==> config.mk <==
export PLATFORM = sky130hd
export DESIGN_NAME = mtx_frame_tx
export DESIGN_NICKNAME = d
export VERILOG_FILES = /design/src/rtl/mtx_pkg.sv /design/src/rtl/mtx_rate_timer.sv /design/src/rtl/mtx_cmd_rom.sv /design/src/rtl/mtx_serializer.sv /design/src/rtl/mtx_frame_tx.sv
export SDC_FILE = /design/constraint.sdc
export NUM_CORES = 1
export LEC_CHECK = 0
export BUFFER_PORTS_ARGS = -buffer_cell sky130_fd_sc_hd__buf_4
export CELL_PAD_IN_SITES_DETAIL_PLACEMENT = 2
export CELL_PAD_IN_SITES_GLOBAL_PLACEMENT = 2
export CORE_ASPECT_RATIO = 0.9
export CORE_MARGIN = 5
export CORE_UTILIZATION = 37
export DETAILED_ROUTE_END_ITERATION = 10
export GPL_ROUTABILITY_DRIVEN = 0
export HOLD_SLACK_MARGIN = 0.02
export PLACE_DENSITY = 0.8
export SLEW_MARGIN = 20
export SYNTH_ARGS = -nofsm -noshare
export SYNTH_HDL_FRONTEND = slang
export SYNTH_SLANG_ARGS = --single-unit
==> constraint.sdc <==
create_clock -name clk -period 3.83 [get_ports clk]
set_input_delay 0.383 -clock clk [delete_from_list [all_inputs] [get_ports clk]]
set_output_delay 0.383 -clock clk [all_outputs]
set_load 0.02 [all_outputs]
==> src/rtl/mtx_pkg.sv <==
// Package: shared state type, constants and the rate list for the Manchester
// frame transmitter. Assumes eight selectable replay rates.
package mtx_pkg;

    typedef enum logic [2:0] {
        ST_IDLE    = 3'd0,
        ST_WAIT    = 3'd1,
        ST_RD_STIM = 3'd2,
        ST_RD_VADJ = 3'd3,
        ST_TX      = 3'd4
    } mtx_state_e;

    localparam int          RATE_COUNT = 8;
    localparam int          CMD_DEPTH  = 7;
    localparam logic [7:0]  END_BYTE   = 8'hFF;

    // Replay rate in Hz for a selector value.
    function automatic int rate_hz(input int sel);
        case (sel)
            0:       return 30;
            1:       return 60;
            2:       return 100;
            3:       return 200;
            4:       return 300;
            5:       return 500;
            6:       return 1000;
            default: return 2000;
        endcase
    endfunction

endpackage

==> src/rtl/mtx_rate_timer.sv <==
// Rate timer: a prescaler followed by a period counter. Emits a one-cycle
// 'due' pulse every PRESCALE * reload cycles while 'run' is high.
// Assumes: reload values fit in CNT_W bits; 'run' low holds the timer cleared.
module mtx_rate_timer
    import mtx_pkg::*;
#(
    parameter int CLK_HZ   = 2_000_000,
    parameter int PRESCALE = 32,
    parameter int CNT_W    = 16
) (
    input  logic       clk,
    input  logic       rst_n,
    input  logic       run,
    input  logic [2:0] rate_sel,
    output logic       due
);

    localparam int PRE_W = (PRESCALE > 1) ? $clog2(PRESCALE) : 1;

    logic [CNT_W-1:0] reload_tab [RATE_COUNT];
    logic [PRE_W-1:0] pre_q;
    logic [CNT_W-1:0] cnt_q;
    logic [CNT_W-1:0] target_m1;
    logic             tick;

    // One reload constant per selectable rate.
    for (genvar g = 0; g < RATE_COUNT; g++) begin : g_reload
        localparam int TICKS = CLK_HZ / (PRESCALE * rate_hz(g));
        assign reload_tab[g] = CNT_W'(TICKS);
    end

    assign target_m1 = reload_tab[rate_sel] - CNT_W'(1);
    assign tick      = (pre_q == PRE_W'(PRESCALE - 1));
    assign due       = run && tick && (cnt_q >= target_m1);

    // Prescaler and period counter advance together; cleared while idle.
    always_ff @(posedge clk) begin
        if (!rst_n || !run) begin
            pre_q <= '0;
            cnt_q <= '0;
        end else if (tick) begin
            pre_q <= '0;
            if (cnt_q >= target_m1) cnt_q <= '0;
            else                    cnt_q <= cnt_q + CNT_W'(1);
        end else begin
            pre_q <= pre_q + PRE_W'(1);
        end
    end

endmodule

==> src/rtl/mtx_cmd_rom.sv <==
// Command tables: two constant 7-entry byte sequences (voltage decrease and
// voltage increase), each ending in the 0xFF marker. Pure combinational read.
module mtx_cmd_rom (
    input  logic       sel_inc,
    input  logic [2:0] idx,
    output logic [7:0] data
);

    // Table lookup, increase table in the upper half.
    always_comb begin
        case ({sel_inc, idx})
            4'b0_000: data = 8'hA5;
            4'b0_001: data = 8'h5A;
            4'b0_010: data = 8'h01;
            4'b0_011: data = 8'h0D;
            4'b0_100: data = 8'h00;
            4'b0_101: data = 8'h3C;
            4'b1_000: data = 8'hA5;
            4'b1_001: data = 8'h5A;
            4'b1_010: data = 8'h02;
            4'b1_011: data = 8'h0E;
            4'b1_100: data = 8'h00;
            4'b1_101: data = 8'h4B;
            default:  data = 8'hFF;
        endcase
    end

endmodule

==> src/rtl/mtx_serializer.sv <==
// Serializer: loads a byte and shifts it out MSB first as Manchester halves,
// first half = bit value, second half = its inverse, one cycle per half.
// Assumes 'load' is only raised when the previous byte has finished.
module mtx_serializer (
    input  logic       clk,
    input  logic       rst_n,
    input  logic       load,
    input  logic [7:0] din,
    output logic       line,
    output logic       last,
    output logic       second
);

    logic [7:0] sh_q;
    logic [2:0] bit_q;
    logic       second_q;
    logic       active_q;
    logic       line_q;

    assign line   = line_q;
    assign second = active_q && second_q;
    assign last   = active_q && second_q && (bit_q == 3'd7);

    // Shift register, half-bit phase and registered line output.
    always_ff @(posedge clk) begin
        if (!rst_n) begin
            sh_q     <= '0;
            bit_q    <= '0;
            second_q <= 1'b0;
            active_q <= 1'b0;
            line_q   <= 1'b0;
        end else if (load) begin
            sh_q     <= din;
            bit_q    <= '0;
            second_q <= 1'b0;
            active_q <= 1'b1;
            line_q   <= din[7];
        end else if (active_q) begin
            if (!second_q) begin
                second_q <= 1'b1;
                line_q   <= ~sh_q[7];
            end else if (bit_q == 3'd7) begin
                second_q <= 1'b0;
                active_q <= 1'b0;
                line_q   <= 1'b0;
            end else begin
                second_q <= 1'b0;
                bit_q    <= bit_q + 3'd1;
                sh_q     <= {sh_q[6:0], 1'b0};
                line_q   <= sh_q[6];
            end
        end
    end

endmodule

==> src/rtl/mtx_frame_tx.sv <==
// Top: one transmit state machine serving three frame sources (buffered
// stimulation frame, voltage-decrease and voltage-increase tables). It
// arbitrates pending requests (increase > decrease > stimulation), reads one
// byte per step and serializes it, and ends each frame at 0xFF (not sent).
// Assumes buf_data is a combinational read of buf_addr.
module mtx_frame_tx
    import mtx_pkg::*;
#(
    parameter int CLK_HZ   = 2_000_000,
    parameter int PRESCALE = 32,
    parameter int CNT_W    = 16,
    parameter int BUF_AW   = 10
) (
    input  logic              clk,
    input  logic              rst_n,
    input  logic              frames_ready,
    input  logic              periodic_en,
    input  logic [2:0]        rate_sel,
    input  logic              stim_req,
    input  logic              vdec_req,
    input  logic              vinc_req,
    output logic [BUF_AW-1:0] buf_addr,
    input  logic [7:0]        buf_data,
    output logic              tx_line
);

    localparam int PTR_W = $clog2(CMD_DEPTH);

    mtx_state_e        state_q, state_d;
    logic [BUF_AW-1:0] addr_q;
    logic [PTR_W-1:0]  ptr_q;
    logic              inc_sel_q;
    logic              stim_pend_q, vdec_pend_q, vinc_pend_q;
    logic              due, take_inc, take_dec, take_stim;
    logic              ser_load, ser_last, ser_second;
    logic [7:0]        rom_byte, ser_din;

    mtx_rate_timer #(
        .CLK_HZ  (CLK_HZ),
        .PRESCALE(PRESCALE),
        .CNT_W   (CNT_W)
    ) u_timer (
        .clk     (clk),
        .rst_n   (rst_n),
        .run     (periodic_en && (state_q != ST_IDLE)),
        .rate_sel(rate_sel),
        .due     (due)
    );

    mtx_cmd_rom u_rom (
        .sel_inc(inc_sel_q),
        .idx    (ptr_q),
        .data   (rom_byte)
    );

    mtx_serializer u_ser (
        .clk   (clk),
        .rst_n (rst_n),
        .load  (ser_load),
        .din   (ser_din),
        .line  (tx_line),
        .last  (ser_last),
        .second(ser_second)
    );

    assign buf_addr  = addr_q;
    assign take_inc  = (state_q == ST_WAIT) && vinc_pend_q;
    assign take_dec  = (state_q == ST_WAIT) && !vinc_pend_q && vdec_pend_q;
    assign take_stim = (state_q == ST_WAIT) && !vinc_pend_q && !vdec_pend_q && stim_pend_q;
    assign ser_load  = ((state_q == ST_RD_STIM) && (buf_data != END_BYTE)) ||
                       ((state_q == ST_RD_VADJ) && (rom_byte != END_BYTE));
    assign ser_din   = (state_q == ST_RD_STIM) ? buf_data : rom_byte;

    // Next-state selection for the transmit machine.
    always_comb begin
        state_d = state_q;
        case (state_q)
            ST_IDLE:    if (frames_ready) state_d = ST_WAIT;
            ST_WAIT: begin
                if (take_inc || take_dec) state_d = ST_RD_VADJ;
                else if (take_stim)       state_d = ST_RD_STIM;
            end
            ST_RD_STIM: state_d = (buf_data == END_BYTE) ? ST_WAIT : ST_TX;
            ST_RD_VADJ: state_d = (rom_byte == END_BYTE) ? ST_WAIT : ST_TX;
            ST_TX: begin
                if (ser_last) state_d = (state_q == ST_TX && src_vadj()) ? ST_RD_VADJ : ST_RD_STIM;
            end
            default:    state_d = ST_IDLE;
        endcase
    end

    // Which source the current frame comes from.
    logic src_vadj_q;
    function automatic logic src_vadj();
        return src_vadj_q;
    endfunction

    // State, source, read pointers and pending request flags.
    always_ff @(posedge clk) begin
        if (!rst_n) begin
            state_q     <= ST_IDLE;
            addr_q      <= '0;
            ptr_q       <= '0;
            inc_sel_q   <= 1'b0;
            src_vadj_q  <= 1'b0;
            stim_pend_q <= 1'b0;
            vdec_pend_q <= 1'b0;
            vinc_pend_q <= 1'b0;
        end else begin
            state_q     <= state_d;
            stim_pend_q <= (stim_pend_q && !take_stim) || due || stim_req;
            vdec_pend_q <= (vdec_pend_q && !take_dec)  || vdec_req;
            vinc_pend_q <= (vinc_pend_q && !take_inc)  || vinc_req;
            if (take_inc || take_dec) begin
                src_vadj_q <= 1'b1;
                inc_sel_q  <= take_inc;
                ptr_q      <= '0;
            end else if (take_stim) begin
                src_vadj_q <= 1'b0;
                addr_q     <= '0;
            end
            if (ser_load && state_q == ST_RD_STIM) addr_q <= addr_q + BUF_AW'(1);
            if (ser_load && state_q == ST_RD_VADJ) ptr_q  <= ptr_q + PTR_W'(1);
        end
    end

endmodule

==> results_dict.tcl, run 1 <==
set metrics [dict create \
    status "finished clean" \
    rows 33 \
    vias 3027 \
    port_buffers 28 \
    syn2layout_area_growth_pct 11.53 \
    post_cts_buffers 0 \
    chipHeight_um 101.8 \
    core_um2 9125 \
    synth_edf_count 0 \
    path_class "input port to register" \
    first_global_vias 3270 \
    cp.required_ns 4.06 \
    clkTransAtPathRegs_ns 0.10 \
    synth_area_leader_cell "dfxtp_1" \
    ant_nets 0 \
    finalHoldViolCount 0 \
    grt_max_degree 34 \
    cts_resized 0 \
    grt_pass1_wl_mm 16.21 \
    synth.most_common_cell "dfxtp_1" \
    path_cells "buf_4 > inv_1 > ha_1 > or3b_2 > a21oi_1 > xor2_1 > nand2_1 > ha_1 > a211oi_1 > nor2_1 > o31ai_1 > a21oi_2 > nor3_1" \
    fin_util_pct 42.31 \
    cts_buffers 5 \
    p_clk_share_pct 33.3 \
    synth_area_um2 3462 \
    cp_slowest_cell "or3b_2" \
    finalWirelength_mm 9.473 \
    final.min_clock_period_ns 3.145 \
    rsz0062_at_grt "no" \
    insertion_delay_ns 0.31 \
    setup_viol 0 \
    skew_ns 0.01094 \
    syn-num-nets 457 \
    drive_gt1_share_pct 11.48 \
    firstDrtPassIters 4 \
    p_sw_w 0.0003935 \
    ioPinCount 29 \
    htreeDepth 2 \
    root_buffer "clkbuf_8" \
    remaining_drc_errors 0 \
    finalSetupTns_ns 0 \
    synthCells 411 \
    ir_drop_uv 169.2 \
    yosysSeqAreaShare_pct 32.38 \
    synth_seq_cells 56 \
    cpMostUsedCell "ha_1" \
    leakagePower_nw 1.621 \
    timing.final.crit_share_pct 82.11 \
    die_x_um 112.0 \
    nets 473 \
    cts.sink_count 56 \
    crit_path_end_kind "register" \
    drt_iter0_markers 95 \
    avgViaCountPerCell 5.514 \
    cp.arrival_ns 3.37 \
    yosysUniqueCellTypes 56 \
    place_hpwl_mm 6.891 \
    sequentialPowerShare_pct 48.0 \
    post_drt_wl_per_cell_um 17.26 \
    async_reset_ff_share_pct 0 \
    synth_common_cells "dfxtp_1, nor2_1, nand2_1, ha_1, a21oi_1" \
    cp_max_fo 13 \
    max-cap-violations 0 \
    slowest_delay_ns 0.50 \
    slew_headroom_pct 43.84 \
    antennaDiodeCount 0 \
    cellInternalPower_w 0.0009819 \
    worst_pin_slew_ns 0.8368 \
    synth.area.top_cells "dfxtp_1, ha_1, nor2_1, nand2_1, mux2i_1" \
    grt_overflow_total 0 \
    grt_use_total_pct 17.10 \
    synth_warnings 0 \
    antenna_found_initial 0 \
    postCtsHoldBufs 0 \
    p_sw_share_pct 28.61 \
    slew_viol_final 0 \
    startpoint_type "input port" \
    fmax_mhz 318.0 \
    whs_ns 0.2799 \
    syn_area_per_cell_um2 8.424 \
    combPwrFrac_pct 18.7 \
    initial_core_util_pct 37.94 \
    cts_max_path_buffers 2 \
    cts_tree "done" \
    synth_top_area_share_pct 32.38 \
    worst_hold_path_type "input port to register" \
    powerDensity_nw_per_um2 356.2 \
    dieArea_um2 11390 \
    yosys_most_used_dff "dfxtp_1" \
]
[stage by stage]
stage	std cells	setup WS (ns)	power [W]	instance area [um^2]
floorplan	411	0.9538	0.0008555	3462
global placement	542	0.6489	0.0009182	3732
detailed placement	542	0.4140	0.0009304	3732
CTS	549	0.6859	0.001395	3861
global route	549	0.4038	0.001454	3861
finish	549	0.6852	0.001375	3861
[worst max-delay path, delay by kind of cell]
kind	cells	cell delay (ns)
xor gates and xnor gates	1	0.17
and+or+nand+nor	4	0.95
adders and majority gates	2	0.58
buffers and inverters	2	0.28
AOI/OAI and AO/OA	4	0.99
[flip-flops by register name, summed over array words and instances (netlist names)]
name / count
vdec_pend_q: 1
u_timer.cnt_q: 16
ptr_q: 3
inc_sel_q: 1
state_q: 3
stim_pend_q: 1
vinc_pend_q: 1
u_ser.second_q: 1
u_timer.pre_q: 5
u_ser.sh_q: 8
src_vadj_q: 1
u_ser.active_q: 1
u_ser.line: 1
u_ser.bit_q: 3
buf_addr: 10
[cell families after synthesis]
kind of cell | after synthesis | synth area share [%]
and+or+nand+nor | 166 | 25.37
buffers and inverters | 32 | 4.409
adders and majority gates | 28 | 10.12
muxes | 12 | 3.506
AOI/OAI and AO/OA | 97 | 19.15
xor gates and xnor gates | 20 | 5.060
DFF | 56 | 32.38
[routing by layer]
metal	track usage [%]	vias up	share of wire, %
li1	-	1507	-
met1	21.28	1495	47
met2	31.71	21	50
met3	2.987	4	2.1
met4	2.773	0	0.62
met5	0	-	0
[power by group through the flow]
stage          combinational (W)  clock (W)  sequential [W]
2_1_floorplan           0.000206          0        0.000649
3_3_place_gp            0.000248          0        0.000670
4_1_cts                 0.000262   0.000473        0.000660
3_5_place_dp            0.000258          0        0.000673
5_1_grt                 0.000291   0.000497        0.000667
6_report                0.000257   0.000458        0.000660
[final cells by class]
| type | count | area (um^2) |
|---|---|---|
| clock buffers | 5 | 68.82 |
| clock inverters | 2 | 60.06 |
| fillers | 1056 | 5264 |
| inverters | 12 | 45.04 |
| multi-input cells | 323 | 2196 |
| flip-flops and latches | 56 | 1121 |
| well taps | 122 | 152.6 |
| repair buffers | 29 | 217.7 |
[cells in the final DEF, fill, tap and decap left out, drive strengths merged, types with 11 or more instances in the layout]
cell and count:
a21oi 23, nand3 15, ha 28, o21ai 19
buf 29, and3 11, nor2 39, inv 11
a21boi 11, nor3 21, nor2b 12, dfxtp 56
xor2 11, nand2 31, mux2i 11
[worst paths after layout]
| kind | slack [ns] | cells after the start | startpoint | end |
|---|---|---|---|---|
| min reg2reg | 0.46 | 1 | u_timer.pre_q[0] | u_timer.pre_q[0] |
| max | 0.69 | 13 | rate_sel[1] | u_timer.cnt_q[8] |
| min | 0.28 | 2 | vdec_req | vdec_pend_q |
| max reg2reg | 1.37 | 8 | u_timer.pre_q[0] | u_timer.cnt_q[9] |
(Power assumes the default switching activity.)
==> run 2: changes to the inputs <==
clock period = 3.2 ns   (was 3.83 ns; I/O delays follow)
==> results_dict.tcl, run 2 (same netlist as run 1, synthesis figures left out) <==
set metrics [dict create \
    ioPinCount 29 \
    final_cell_mix "dfxtp_1, nor2_1, nand2_1, buf_4, ha_1" \
    largest_register_ffs 16 \
    path_cells "buf_4 > inv_1 > ha_1 > or3b_2 > a21oi_1 > xor2_1 > nand2_1 > ha_1 > a211oi_1 > nor2_1 > o31ai_2 > a21oi_4 > nor3_1" \
    first_global_vias 3302 \
    cts_tree "done" \
    leakagePower_nw 1.604 \
    post_cts_buffers 0 \
    firstDrtPassIters 4 \
    core_um2 9125 \
    drt_iter0_markers 110 \
    place_area_um2 3747 \
    finalHoldViolCount 0 \
    slowest_delay_ns 0.49 \
    avgViaCountPerCell 5.528 \
    syn2layout_area_growth_pct 11.02 \
    p_sw_w 0.0004660 \
    cpMostUsedCell "ha_1" \
    cts.sink_count 56 \
    status "finished clean" \
    ant_nets 0 \
    startpoint_type "input port" \
    setup_viol 0 \
    vias 3046 \
    cp.arrival_ns 3.21 \
    initial_core_util_pct 37.94 \
    crit_path_end_kind "register" \
    chipHeight_um 101.8 \
    antennaDiodeCount 0 \
    rows 33 \
    fin_area_um2 3844 \
    timing.final.crit_share_pct 93.14 \
    multi_input_area_um2 2211 \
    grt_max_degree 34 \
    fin_ws_ns 0.2194 \
    regMostFlops "u_timer.cnt_q" \
    drive_gt1_share_pct 12.35 \
    max-cap-violations 0 \
    cp_slowest_cell "or3b_2" \
    grt_pass1_wl_mm 16.08 \
    skew_ns 0.01431 \
    grt_use_total_pct 17.17 \
    regArea_um2 1121 \
    cellInternalPower_w 0.001018 \
    nets 475 \
    htreeDepth 2 \
    grt_overflow_total 0 \
    post_drt_wl_per_cell_um 17.25 \
    fin_util_pct 42.12 \
    cts_max_path_buffers 2 \
    ir_drop_uv 186.5 \
    final.min_clock_period_ns 2.981 \
    path_class "input port to register" \
    clkTransAtPathRegs_ns 0.10 \
    cp_max_fo 13 \
    fmax_mhz 335.5 \
    slew_viol_final 0 \
    nFillCells 1041 \
    place_hpwl_mm 7.103 \
    slew_headroom_pct 44.53 \
    powerDensity_nw_per_um2 386.1 \
    crit_family "compound AO/OA/AOI/OAI gates" \
    place_ws_ns -0.1721 \
    dieArea_um2 11390 \
    critPathBufInv 2 \
    worst_hold_path_type "input port to register" \
    remaining_drc_errors 0 \
    combPwrFrac_pct 21.0 \
    sequentialPowerShare_pct 53.2 \
    insertion_delay_ns 0.31 \
    final_common_cell "dfxtp_1" \
    p_clk_share_pct 25.8 \
    cp.required_ns 3.43 \
    finalWirelength_mm 9.506 \
    port_buffers 28 \
    antenna_found_initial 0 \
    root_buffer "clkbuf_8" \
    p_sw_share_pct 31.40 \
    cts_buffers 5 \
    die_x_um 112.0 \
    worst_pin_slew_ns 0.8265 \
]
## run 2: cell type report
| cell class | count | area share, % |
|---|---|---|
| multi-input combinational | 323 | 57.52 |
| sequential | 56 | 29.17 |
| timing repair buffer | 31 | 6.055 |
| tap | 122 | 3.971 |
| clock buffer | 5 | 1.790 |
| inverter | 12 | 1.172 |
| clock inverter | 2 | 0.3255 |
## run 2: layer usage
metal  global-route usage, %  vias up  part of all wire [%]
met5                       0        -                     0
met4                   3.604        0                  0.82
met3                   2.808       10                   2.0
met2                   31.84       25                    50
met1                   21.17     1502                    47
li1                        -     1509                     -
## run 2: final timing paths
kind         slack [ns]                 to  cells after the start              from
max                0.22   u_timer.cnt_q[6]                     13       rate_sel[1]
min                0.22        vdec_pend_q                      2          vdec_req
max reg2reg        0.75  u_timer.cnt_q[10]                      8  u_timer.pre_q[0]
min reg2reg        0.47   u_timer.pre_q[0]                      1  u_timer.pre_q[0]
## run 2: through the flow
step / total power, W / instances / TNS (ns) / hold WS (ns)
after floorplan: 0.001024 / 411 / 0 / 0.4266
after global placement: 0.001100 / 544 / 0 / 0.4491
after detailed placement: 0.001118 / 544 / -2.200 / 0.4596
after CTS: 0.001514 / 551 / 0 / 0.2111
after global routing: 0.001579 / 551 / -0.001407 / 0.2155
final: 0.001484 / 551 / 0 / 0.2205
## run 2: what timing repair did
action,CTS,global route
resized for setup,0,3
setup endpoints to repair,0,11
hold buffers,0,0
## run 2: power groups by stage
stage	Sequential [W]	Combinational [W]	Clock [W]
detailed placement	0.000806	0.000312	0
CTS	0.000791	0.000315	0.000408
global route	0.000798	0.000351	0.000430
global placement	0.000802	0.000298	0
floorplan	0.000777	0.000247	0
finish	0.000789	0.000311	0.000384
==> run 3: changes to the inputs <==
CORE_UTILIZATION = 30   (was 37)
PLACE_DENSITY = 0.67   (was 0.8)
==> results_dict.tcl, run 3 (same netlist as run 1, synthesis figures left out) <==
set metrics [dict create \
    status "finished clean" \
    max-cap-violations 0 \
    drive_gt1_share_pct 13.13 \
    cts_max_path_buffers 2 \
    htreeDepth 2 \
    avgViaCountPerCell 5.102 \
    clkTransAtPathRegs_ns 0.08 \
    cp.arrival_ns 3.08 \
    postCtsHoldBufs 0 \
    finalHoldViolCount 0 \
    ant_nets 0 \
    root_buffer "clkbuf_16" \
    leakagePower_nw 1.660 \
    die_x_um 123.2 \
    drt_iter0_markers 146 \
    grt_max_degree 34 \
    final_common_cell "dfxtp_1" \
    worst_pin_slew_ns 0.8412 \
    worst_hold_path_type "input port to register" \
    cellInternalPower_w 0.001185 \
    largest_register_ffs 16 \
    sequentialPowerShare_pct 46.9 \
    combPwrFrac_pct 18.7 \
    finalNonFillerCells 590 \
    first_global_vias 3308 \
    final.min_clock_period_ns 2.864 \
    chipHeight_um 111.9 \
    crit_path_end_kind "register" \
    initial_core_util_pct 30.40 \
    rows 37 \
    firstDrtPassIters 4 \
    dieArea_um2 13790 \
    vias 3010 \
    startpoint_type "input port" \
    p_sw_share_pct 29.47 \
    regArea_um2 1121 \
    finalWirelength_mm 9.666 \
    multi_input_area_um2 2208 \
    slew_headroom_pct 43.54 \
    regMostFlops "u_timer.cnt_q" \
    nFillCells 1347 \
    cts.sink_count 56 \
    timing.final.crit_share_pct 89.51 \
    antennaDiodeCount 0 \
    cp.required_ns 3.41 \
    power.total_w 0.001680 \
    grt_use_total_pct 14.51 \
    p_sw_w 0.0004951 \
    cp_max_fo 13 \
    remaining_drc_errors 0 \
    slew_viol_final 0 \
    powerDensity_nw_per_um2 421.6 \
    p_clk_share_pct 34.4 \
    grt_overflow_total 0 \
    post_cts_buffers 0 \
    fin_util_pct 34.99 \
    antenna_found_initial 0 \
    nets 479 \
    cts_tree "done" \
    port_buffers 28 \
    skew_ns 0.008278 \
    ir_drop_uv 219.5 \
    place_hpwl_mm 7.208 \
    setup_viol 0 \
    final_cell_mix "dfxtp_1, nor2_1, buf_4, nand2_1, ha_1" \
    cts_buffers 5 \
    grt_pass1_wl_mm 16.29 \
    dp_cells 582 \
    syn2layout_area_growth_pct 15.11 \
    core_um2 11390 \
    rsz0062_at_grt "no" \
    path_class "input port to register" \
    post_drt_wl_per_cell_um 16.38 \
    ioPinCount 29 \
    fmax_mhz 349.1 \
    insertion_delay_ns 0.30 \
]
[run 3: worst paths after layout]
kind | startpoint | end | slack (ns) | cells past startpoint
worst min-delay path | vdec_req | vdec_pend_q | 0.24 | 2
worst max-delay path | rate_sel[1] | u_timer.cnt_q[15] | 0.34 | 13
worst max register to register | u_timer.pre_q[0] | u_timer.cnt_q[9] | 0.73 | 8
worst min register to register | u_timer.pre_q[0] | u_timer.pre_q[0] | 0.48 | 1
[run 3: what timing repair did]
action,4_1_cts,5_1_grt
endpoints found under the setup margin,0,13
resized for setup,0,2
hold endpoints to repair,0,0
[run 3: layout make-up]
type                            count  area share (%)
Timing Repair Buffer               35           6.593
Clock buffer                        6           3.485
Sequential cell                    56           28.13
Tap cell                          156           4.898
Inverter                           12           1.130
Clock inverter                      2          0.3454
Multi-Input combinational cell    323           55.42
[run 3: routing by layer]
layer  GRT usage (%)  wire length, um  vias to the layer above
li1                -                -                     1520
met3           2.438              196                        4
met4           2.952               60                        0
met5               0                0                        -
met2           24.49             4641                       26
met1           19.41             4768                     1460
[run 3: worst max-delay path, stage by stage]
cell      delay [ns]
buf_4           0.14
inv_1           0.15
ha_1            0.20
or3b_2          0.47
a21oi_1         0.17
xor2_1          0.17
nand2_1         0.07
ha_1            0.30
a211oi_1        0.22
nor2_1          0.11
o31ai_2         0.40
a21oi_4         0.15
nor3_1          0.21
[run 3: per-stage QoR]
step | TNS [ns] | hold WS (ns) | cell area (um^2) | setup WS [ns]
floorplan | 0 | 0.4266 | 3462 | 0.3868
global placement | 0 | 0.4494 | 3820 | 0.1543
detailed placement | -0.3228 | 0.4720 | 3820 | -0.05415
CTS | 0 | 0.2361 | 3973 | 0.2558
global route | 0 | 0.2400 | 3985 | 0.03705
finish | 0 | 0.2405 | 3985 | 0.3358
[run 3: power groups by stage]
stage               Sequential, W  Clock (W)  Combinational (W)
CTS                      0.000788   0.000604           0.000321
floorplan                0.000777          0           0.000247
global placement         0.000801          0           0.000308
global route             0.000796   0.000633           0.000357
finish                   0.000788   0.000577           0.000315
detailed placement       0.000804          0           0.000318
